===== config.mk =====
export PLATFORM = sky130hd
export DESIGN_NAME = mtc_top
export DESIGN_NICKNAME = d
export VERILOG_FILES = /design/src/rtl/mtc_pkg.sv /design/src/rtl/mtc_edge_sync.sv /design/src/rtl/mtc_prescale.sv /design/src/rtl/mtc_top.sv
export SDC_FILE = /design/constraint.sdc
export NUM_CORES = 1
export LEC_CHECK = 0
export ABC_CLOCK_PERIOD_IN_PS = 2500
export BUFFER_PORTS_ARGS = -buffer_cell sky130_fd_sc_hd__buf_2
export CAP_MARGIN = 20
export CELL_PAD_IN_SITES_DETAIL_PLACEMENT = 1
export CELL_PAD_IN_SITES_GLOBAL_PLACEMENT = 2
export CORE_MARGIN = 2
export CORE_UTILIZATION = 30
export DETAILED_ROUTE_END_ITERATION = 6
export PLACE_DENSITY = 0.67
export SYNTH_ARGS = -nofsm -noshare
export SYNTH_HDL_FRONTEND = slang
export SYNTH_SLANG_ARGS = --single-unit

===== constraint.sdc =====
create_clock -name clk -period 2.5 [get_ports clk]
set_input_delay 0.25 -clock clk [delete_from_list [all_inputs] [get_ports clk]]
set_output_delay 0.25 -clock clk [all_outputs]
set_load 0.02 [all_outputs]

===== src/rtl/mtc_pkg.sv =====
package mtc_pkg;
    typedef enum logic [1:0] {
        M_SPLIT = 2'd0,
        M_MIX   = 2'd1,
        M_WIDE  = 2'd2,
        M_WEVT  = 2'd3
    } tmr_mode_e;

    typedef enum logic [1:0] {
        A_MATCH_LO = 2'd0,
        A_MATCH_HI = 2'd1,
        A_DIVIDER  = 2'd2,
        A_UNUSED   = 2'd3
    } reg_addr_e;
endpackage


===== src/rtl/mtc_edge_sync.sv =====
module mtc_edge_sync (
    input  logic clk,
    input  logic rst_n,
    input  logic pin,
    output logic rise
);
    logic s1, s2, s3;

    always_ff @(posedge clk or negedge rst_n) begin
        if (!rst_n) begin
            s1 <= 1'b0;
            s2 <= 1'b0;
            s3 <= 1'b0;
        end else begin
            s1 <= pin;
            s2 <= s1;
            s3 <= s2;
        end
    end

    assign rise = s2 & ~s3;
endmodule


===== src/rtl/mtc_prescale.sv =====
module mtc_prescale #(
    parameter int PW = 8
) (
    input  logic          clk,
    input  logic          rst_n,
    input  logic          tick,
    input  logic          clr,
    input  logic [PW-1:0] div,
    output logic          en
);
    logic [PW-1:0] phase;

    always_ff @(posedge clk or negedge rst_n) begin
        if (!rst_n)
            phase <= '0;
        else if (clr)
            phase <= '0;
        else if (tick)
            phase <= (phase == div) ? '0 : phase + 1'b1;
    end

    assign en = tick && !clr && (phase == div);
endmodule


===== src/rtl/mtc_top.sv =====
module mtc_top
    import mtc_pkg::*;
#(
    parameter int HW  = 8,
    parameter int PW  = 8,
    parameter int WDW = (HW > PW) ? HW : PW
) (
    input  logic           clk,
    input  logic           rst_n,
    input  logic           tick,
    input  logic [1:0]     mode,
    input  logic           evt_in,
    input  logic           cap_lo_in,
    input  logic           cap_hi_in,
    input  logic           wr_en,
    input  logic [1:0]     wr_addr,
    input  logic [WDW-1:0] wr_data,
    output logic [HW-1:0]  cnt_lo,
    output logic [HW-1:0]  cnt_hi,
    output logic [HW-1:0]  cap_lo,
    output logic [HW-1:0]  cap_hi,
    output logic           flag_lo,
    output logic           flag_hi
);
    localparam int DW     = 2 * HW;
    localparam int NSYNC  = 3;
    localparam int S_EVT  = 0;
    localparam int S_CLO  = 1;
    localparam int S_CHI  = 2;

    tmr_mode_e     mode_e;
    logic [NSYNC-1:0] pin_vec, rise_vec;
    logic          pre_en, pre_clr;
    logic [HW-1:0] match_lo, match_hi;
    logic [PW-1:0] div_q;
    logic          lo_inc, hi_inc, wide;
    logic [DW-1:0] full_cnt, full_match;
    logic [HW-1:0] lo_n, hi_n, clo_n, chi_n;
    logic          fl_n, fh_n;

    assign mode_e  = tmr_mode_e'(mode);
    assign pin_vec = {cap_hi_in, cap_lo_in, evt_in};

    for (genvar g = 0; g < NSYNC; g++) begin : g_sync
        mtc_edge_sync u_sync (
            .clk  (clk),
            .rst_n(rst_n),
            .pin  (pin_vec[g]),
            .rise (rise_vec[g])
        );
    end

    assign pre_clr = wr_en && (wr_addr == A_DIVIDER);

    mtc_prescale #(.PW(PW)) u_pre (
        .clk  (clk),
        .rst_n(rst_n),
        .tick (tick),
        .clr  (pre_clr),
        .div  (div_q),
        .en   (pre_en)
    );

    always_ff @(posedge clk or negedge rst_n) begin
        if (!rst_n) begin
            match_lo <= '1;
            match_hi <= '1;
            div_q    <= '0;
        end else if (wr_en) begin
            unique case (reg_addr_e'(wr_addr))
                A_MATCH_LO: match_lo <= wr_data[HW-1:0];
                A_MATCH_HI: match_hi <= wr_data[HW-1:0];
                A_DIVIDER:  div_q    <= wr_data[PW-1:0];
                A_UNUSED:   ;
            endcase
        end
    end

    always_comb begin
        lo_inc = 1'b0;
        hi_inc = 1'b0;
        wide   = 1'b0;
        unique case (mode_e)
            M_SPLIT: begin lo_inc = pre_en;          hi_inc = pre_en;          end
            M_MIX:   begin lo_inc = pre_en;          hi_inc = rise_vec[S_EVT]; end
            M_WIDE:  begin lo_inc = pre_en;          wide   = 1'b1;            end
            M_WEVT:  begin lo_inc = rise_vec[S_EVT]; wide   = 1'b1;            end
        endcase
    end

    assign full_cnt   = {cnt_hi, cnt_lo};
    assign full_match = {match_hi, match_lo};

    always_comb begin
        lo_n  = cnt_lo;
        hi_n  = cnt_hi;
        fl_n  = 1'b0;
        fh_n  = 1'b0;
        clo_n = cap_lo;
        chi_n = cap_hi;
        if (wide) begin
            if (lo_inc) begin
                if (full_cnt == full_match) begin
                    {hi_n, lo_n} = '0;
                    fh_n = 1'b1;
                end else begin
                    {hi_n, lo_n} = full_cnt + 1'b1;
                end
            end
            if (rise_vec[S_CLO])
                {chi_n, clo_n} = full_cnt;
        end else begin
            if (lo_inc) begin
                fl_n = (cnt_lo == match_lo);
                lo_n = fl_n ? '0 : cnt_lo + 1'b1;
            end
            if (hi_inc) begin
                fh_n = (cnt_hi == match_hi);
                hi_n = fh_n ? '0 : cnt_hi + 1'b1;
            end
            if (rise_vec[S_CLO]) clo_n = cnt_lo;
            if (rise_vec[S_CHI]) chi_n = cnt_hi;
        end
    end

    always_ff @(posedge clk or negedge rst_n) begin
        if (!rst_n) begin
            cnt_lo  <= '0;
            cnt_hi  <= '0;
            cap_lo  <= '0;
            cap_hi  <= '0;
            flag_lo <= 1'b0;
            flag_hi <= 1'b0;
        end else begin
            cnt_lo  <= lo_n;
            cnt_hi  <= hi_n;
            cap_lo  <= clo_n;
            cap_hi  <= chi_n;
            flag_lo <= fl_n;
            flag_hi <= fh_n;
        end
    end
endmodule


==> results of run 1 <==
## area by class of cell
cell class	count	area, µm²
fill	1294	7470
sequential	75	1900
multi-input combinational	211	1620
timing repair buffer	68	383
clock buffer	16	272
tap	147	184
inverter	10	37.5
## cells by family after synthesis
family | after synthesis | synth area share, %
AND/OR/NAND/NOR | 70 | 12.0
flip-flops | 75 | 52.7
XOR/XNOR | 26 | 6.33
adder cells (fa/ha/maj) | 3 | 1.04
buffers and inverters | 21 | 2.29
multiplexers | 37 | 11.5
AO/OA/AOI/OAI | 75 | 14.0
## worst register-to-register path, cell delays in order, from the launching register on
cell and delay [ns]:
dfrtp_1 0.45, xor2_1 0.19, nor4_4 0.59, nand4_1 0.29, buf_4 0.26, o221a_2 0.13, o22a_1 0.19
## layout by cell type, fill, tap and decap left out, types with 3 or more instances in the layout
| master | n |
|---|---|
| or4_1 | 3 |
| mux2_1 | 9 |
| mux2_2 | 27 |
| nor2_1 | 3 |
| clkbuf_16 | 9 |
| o211ai_1 | 4 |
| o31ai_1 | 3 |
| a211oi_1 | 4 |
| dfstp_2 | 16 |
| o21ai_1 | 5 |
| a31oi_1 | 7 |
| or3_1 | 5 |
| buf_2 | 51 |
| nor4_4 | 4 |
| ha_1 | 3 |
| o21ai_0 | 10 |
| and3_1 | 5 |
| inv_1 | 9 |
| nor4_1 | 3 |
| a21oi_1 | 19 |
| dfrtp_1 | 59 |
| nand2_1 | 22 |
| buf_4 | 17 |
| clkbuf_1 | 5 |
| nand3_1 | 11 |
| xor2_1 | 25 |
| a22o_1 | 4 |
## worst min-delay path by stage
stage	startpoint	to	slack, ns	cells past startpoint
6_report	evt_in	g_sync[0].u_sync.s1$_DFF_PN0_	0.01	1
3_5_place_dp	g_sync[0].u_sync.s1$_DFF_PN0_	g_sync[0].u_sync.s2$_DFF_PN0_	0.34	0
2_1_floorplan	rst_n	cap_hi[0]$_DFFE_PN0P_	-0.05	0
5_1_grt	evt_in	g_sync[0].u_sync.s1$_DFF_PN0_	0.001	1
3_3_place_gp	g_sync[0].u_sync.s1$_DFF_PN0_	g_sync[0].u_sync.s2$_DFF_PN0_	0.33	0
4_1_cts	evt_in	g_sync[0].u_sync.s1$_DFF_PN0_	0.001	1
## where the power goes
group	switching [µW]	internal, µW	total [µW]
logic	485	332	817
clock network	465	728	1190
registers	190	1440	1630
total	1140	2500	3640
## per-layer routing
layer / up-vias / GRT usage (%)
met2: 47 / 25.5
met5: - / 0
met4: 0 / 4.88
met3: 8 / 4.52
met1: 1395 / 20.4
li1: 1263 / -
## sequential cells by signal (all words and copies together), names as in the netlist
name	cells
match_hi	8
cap_hi	8
flag_lo	1
g_sync.u_sync.s2	3
div_q	8
g_sync.u_sync.s1	3
match_lo	8
cnt_hi	8
g_sync.u_sync.s3	3
u_pre.phase	8
cnt_lo	8
flag_hi	1
cap_lo	8
## through the flow
step,hold slack [ns],total power [µW]
floorplan,-0.0456,2140
global placement,0.334,2450
detailed placement,0.336,2480
CTS,0.00138,3710
global route,0.00127,3850
finish,0.0148,3640
==> flow_summary.ini, run 1 <==
[worst_setup_path]
r2r-start = cnt_hi[6]$_DFFE_PN0P_
cp_slowest_cell = nor4_4
worst_ep_required_time_ns = 2.72
crit_start = cnt_hi[6]$_DFFE_PN0P_
worstSetupStartpointType = flop
crit_type = flop to flop
timing.reg2reg.setup_slack_ns = 0.28
crit_arrival_ns = 2.44
r2r_end = cnt_hi[6]$_DFFE_PN0P_
crit_path_end_kind = flop
cp.depth = 6
worst_path_dominant_cell_family = simple AND/OR/NAND/NOR gates
crit_path_max_fanout = 11
critPathBufInv = 1
crit_path_end = cnt_hi[6]$_DFFE_PN0P_
r2r_cells = 6
cp_cell_sequence = xor2_1, nor4_4, nand4_1, buf_4, o221a_2, o22a_1
max_stage_delay_ns = 0.59

[power]
ir_worst_vdd_mv = 0.277
p_leak_uw = 0.00196
pwr_density_cell_nw_per_um2 = 829

[timing]
final.min_clock_period_ns = 2.22
slew_headroom_pct = 34.9
fin_worst_skew_ns = 0.00698
tightest_slew_ns = 0.976
rsz0062_at_grt = no
tns_ns = 0
slew_viol_final = 0
finalHoldViolCount = 0
finalCritPeriodShare_pct = 88.9
timing.fmax_ghz = 0.450
setup_slack_ns = 0.277
setup_viol = 0

[die]
dieArea_um2 = 12900
die_y_um = 114
num_rows = 40
start_util_pct = 30.3
io_pins = 53
die_w_um = 114
coreArea_um2 = 11900

[placement]
placed_cells = 511
placed_area_um2 = 4120
portBuffers = 52
dp_slack_ns = 0.292
globalplace.congestion = 0.759
place_hpwl_mm = 6.80

[final_layout]
area_growth_pct = 22.0
antenna-diode-count = 0
final_util_pct = 37.0
drive_above_1_share_pct = 33.9
finalNonFillerCells = 527
postLayoutCellArea_um2 = 4390
fin_nets = 397

[synth]
yosysSeqAreaShare_pct = 52.7
async_reset_ff_share_pct = 100
synth_area_leader_cell = dfrtp_1
synth_edf_count = 0
synthTopCellsByArea = dfrtp_1 (41%), dfstp_2 (12%), mux2_2 (8.4%), xor2_1 (6.1%), mux2_1 (2.8%)
postSynthAreaPerCell_um2 = 11.7
netlist_top_cells_count = dfrtp_1 (59), mux2_2 (27), xor2_1 (25)
syn_nets = 329
synth_flop_cell = dfrtp_1
synth_top_area_share_pct = 41.0
synth_area_um2 = 3600
ys_ff_latch = 75
yosysMostFrequentCell = dfrtp_1
synthCells = 307
ys_types = 52
ys_warn_count = 0

[drt]
vias = 2713
ant_nets = 0
wl_met1_mm = 4.41
drtPass1Iterations = 6
routed-wl-met3_um = 342
routed.top_layer = met4
viasPerCell = 5.15
drt_iter0_drc = 124
post-route-drc-count = 0
route.met2.wl_mm = 4.56
wl_per_cell_um = 17.9
totalWireLength_mm = 9.43

[cts]
htreeDepth = 3
cts-root-buf = clkbuf_16
ctsResizeCount = 0
post_cts_buffers = 0
numCtsBuffers = 9
clock_sinks = 75
insertion_delay_ns = 0.34
cts_tree = done
cts_hold_buf = 0
clk_pin_slew_ns = 0.06
clockBufferDepth = 2

[hold_path]
hp-class = input port to flop

[global_route]
overflow = 0
grt_pass1_vias = 2880
grt_use_total_pct = 15.7
grt_pass1_wl_mm = 15.5
grt_antenna_before_repair = 0
grt_max_degree = 76

[outcome]
status = completed

[flow_run]
cap_violations = 0
Note: power is estimated with default switching activity, not from simulation.
==> inputs of run 2 (changes only) <==
Settings changed: CORE_MARGIN 2 to not set, SKIP_CTS_REPAIR_TIMING set to 1, SLEW_MARGIN set to 20.
==> run 2 against run 1 <==
Net effect:
- the run now ends with design-rule violations left
- clock skew about the same
- combinational power decreased by 1%
- design area increased by 1.4%
- sequential cell count unchanged
- critical path type unchanged
==> flow_summary.ini, run 2 (synthesized netlist as in run 1, its figures left out) <==
[final_layout]
drive_above_1_share_pct = 35.2
area_growth_pct = 23.7
final_common_cell = dfrtp_1
antenna-diode-count = 0
finalNonFillerCells = 524
fin_nets = 398
layout_common_cells = dfrtp_1 (59), buf_2 (51), mux2_2 (27)

[cts]
numCtsBuffers = 9
clockBufferDepth = 2
htreeDepth = 3
insertion_delay_ns = 0.34
clk_pin_slew_ns = 0.06
clock_sinks = 75
cts-root-buf = clkbuf_16
cts_tree = done

[hold_path]
hp-class = input port to flop
min-delay-start = evt_in
min_delay_path_depth = 1
worst_hold_path.endpoint = g_sync[0].u_sync.s1$_DFF_PN0_

[timing]
slew_headroom_pct = 38.1
finalHoldViolCount = 0
slew_viol_final = 0
rsz0062_at_grt = no
tightest_slew_ns = 0.929
tns_ns = 0
fin_worst_skew_ns = 0.00685
timing.fmax_ghz = 0.452
setup_viol = 0
final.min_clock_period_ns = 2.21
finalCritPeriodShare_pct = 88.5

[placement]
globalplace.congestion = 0.770
placed_cells = 508
place_hpwl_mm = 6.66
portBuffers = 52

[die]
die_w_um = 112
num_rows = 39
dieArea_um2 = 12400
io_pins = 53
start_util_pct = 31.1
die_y_um = 112
coreArea_um2 = 11600

[outcome]
status = finished, violations left
failed_checks = design-rule violations

[worst_setup_path]
r2r_cells = 6
r2r_end = cnt_hi[6]$_DFFE_PN0P_
crit_type = flop to flop
r2r-start = cnt_hi[6]$_DFFE_PN0P_
worstSetupStartpointType = flop
crit_path_max_fanout = 11
timing.reg2reg.setup_slack_ns = 0.29
crit_arrival_ns = 2.44
worst_ep_required_time_ns = 2.73
crit_path_end_kind = flop

[drt]
ant_nets = 0
wl_per_cell_um = 17.7
drt_iter0_drc = 104
viasPerCell = 5.15
vias = 2698
post-route-drc-count = 12
totalWireLength_mm = 9.29
drtPass1Iterations = 6

[global_route]
grt_antenna_before_repair = 0
grt_pass1_vias = 3034
overflow = 0
grt_use_total_pct = 16.8
grt_max_degree = 74
grt_pass1_wl_mm = 16.1

[power]
pwr_density_cell_nw_per_um2 = 870
p_leak_uw = 0.00199
ir_worst_vdd_mv = 0.369
total_power_uw = 3870

[flow_run]
cap_violations = 0
## run 2: cell count changes in the layout (fill, tap and decap cells not counted)
| cell | delta |
|---|---|
| clkinv_2 | +1 |
| clkinvlp_4 | +1 |
| buf_4 | +1 |
| bufinv_16 | +2 |
| clkbuf_1 | -4 |
## run 2: worst max path at each step
| stage | startpoint | end | slack [ns] | cells after the start |
|---|---|---|---|---|
| after CTS | cnt_hi[6]$_DFFE_PN0P_ | cnt_hi[6]$_DFFE_PN0P_ | 0.28 | 6 |
| after detailed placement | cnt_hi[6]$_DFFE_PN0P_ | cnt_hi[6]$_DFFE_PN0P_ | 0.29 | 6 |
| after global routing | cnt_hi[6]$_DFFE_PN0P_ | cnt_hi[4]$_DFFE_PN0P_ | 0.13 | 6 |
| after global placement | cnt_hi[6]$_DFFE_PN0P_ | cnt_hi[6]$_DFFE_PN0P_ | 0.28 | 6 |
| after floorplan | cnt_hi[5]$_DFFE_PN0P_ | cnt_lo[2]$_DFFE_PN0P_ | 0.45 | 7 |
| final | cnt_hi[6]$_DFFE_PN0P_ | cnt_hi[6]$_DFFE_PN0P_ | 0.29 | 6 |
## run 2: cell type report
| type | count | area [µm²] |
|---|---|---|
| Clock inverter | 4 | 72.6 |
| Timing Repair Buffer | 69 | 390 |
| Tap cell | 143 | 179 |
| Clock buffer | 12 | 256 |
| Inverter | 10 | 37.5 |
| Sequential cell | 75 | 1900 |
| Fill cell | 1283 | 7110 |
| Multi-Input combinational cell | 211 | 1620 |
## run 2: where the power goes
group / internal (µW) / total [µW] / switching (µW)
sequential: 1440 / 1630 / 194
clock: 927 / 1430 / 507
combinational: 332 / 807 / 475
total: 2700 / 3870 / 1180
## run 2: routing by layer
layer  up-vias  track usage, %  share of wire, %
met5         -               0                 0
met4         0            6.40               1.8
met3        12            4.25               3.6
met2        50            27.4                48
met1      1363            21.6                47
li1       1273               -                 -
## run 2: stage by stage
stage               worst slack [ns]  hold slack (ns)  area, µm²  util (%)
floorplan                      0.453          -0.0456       3600         -
global route                   0.133          0.00253       4450      38.5
finish                         0.286           0.0192       4450      38.5
detailed placement             0.287            0.340       4120      35.6
CTS                            0.276          0.00329       4450      38.5
global placement               0.284            0.339       4120      35.6
## run 2: worst max-delay path, cell delays in order (launching register included)
cell	delay, ns
dfrtp_1	0.46
xor2_1	0.20
nor4_4	0.59
nand4_1	0.28
buf_4	0.25
o221a_2	0.13
o22a_1	0.19
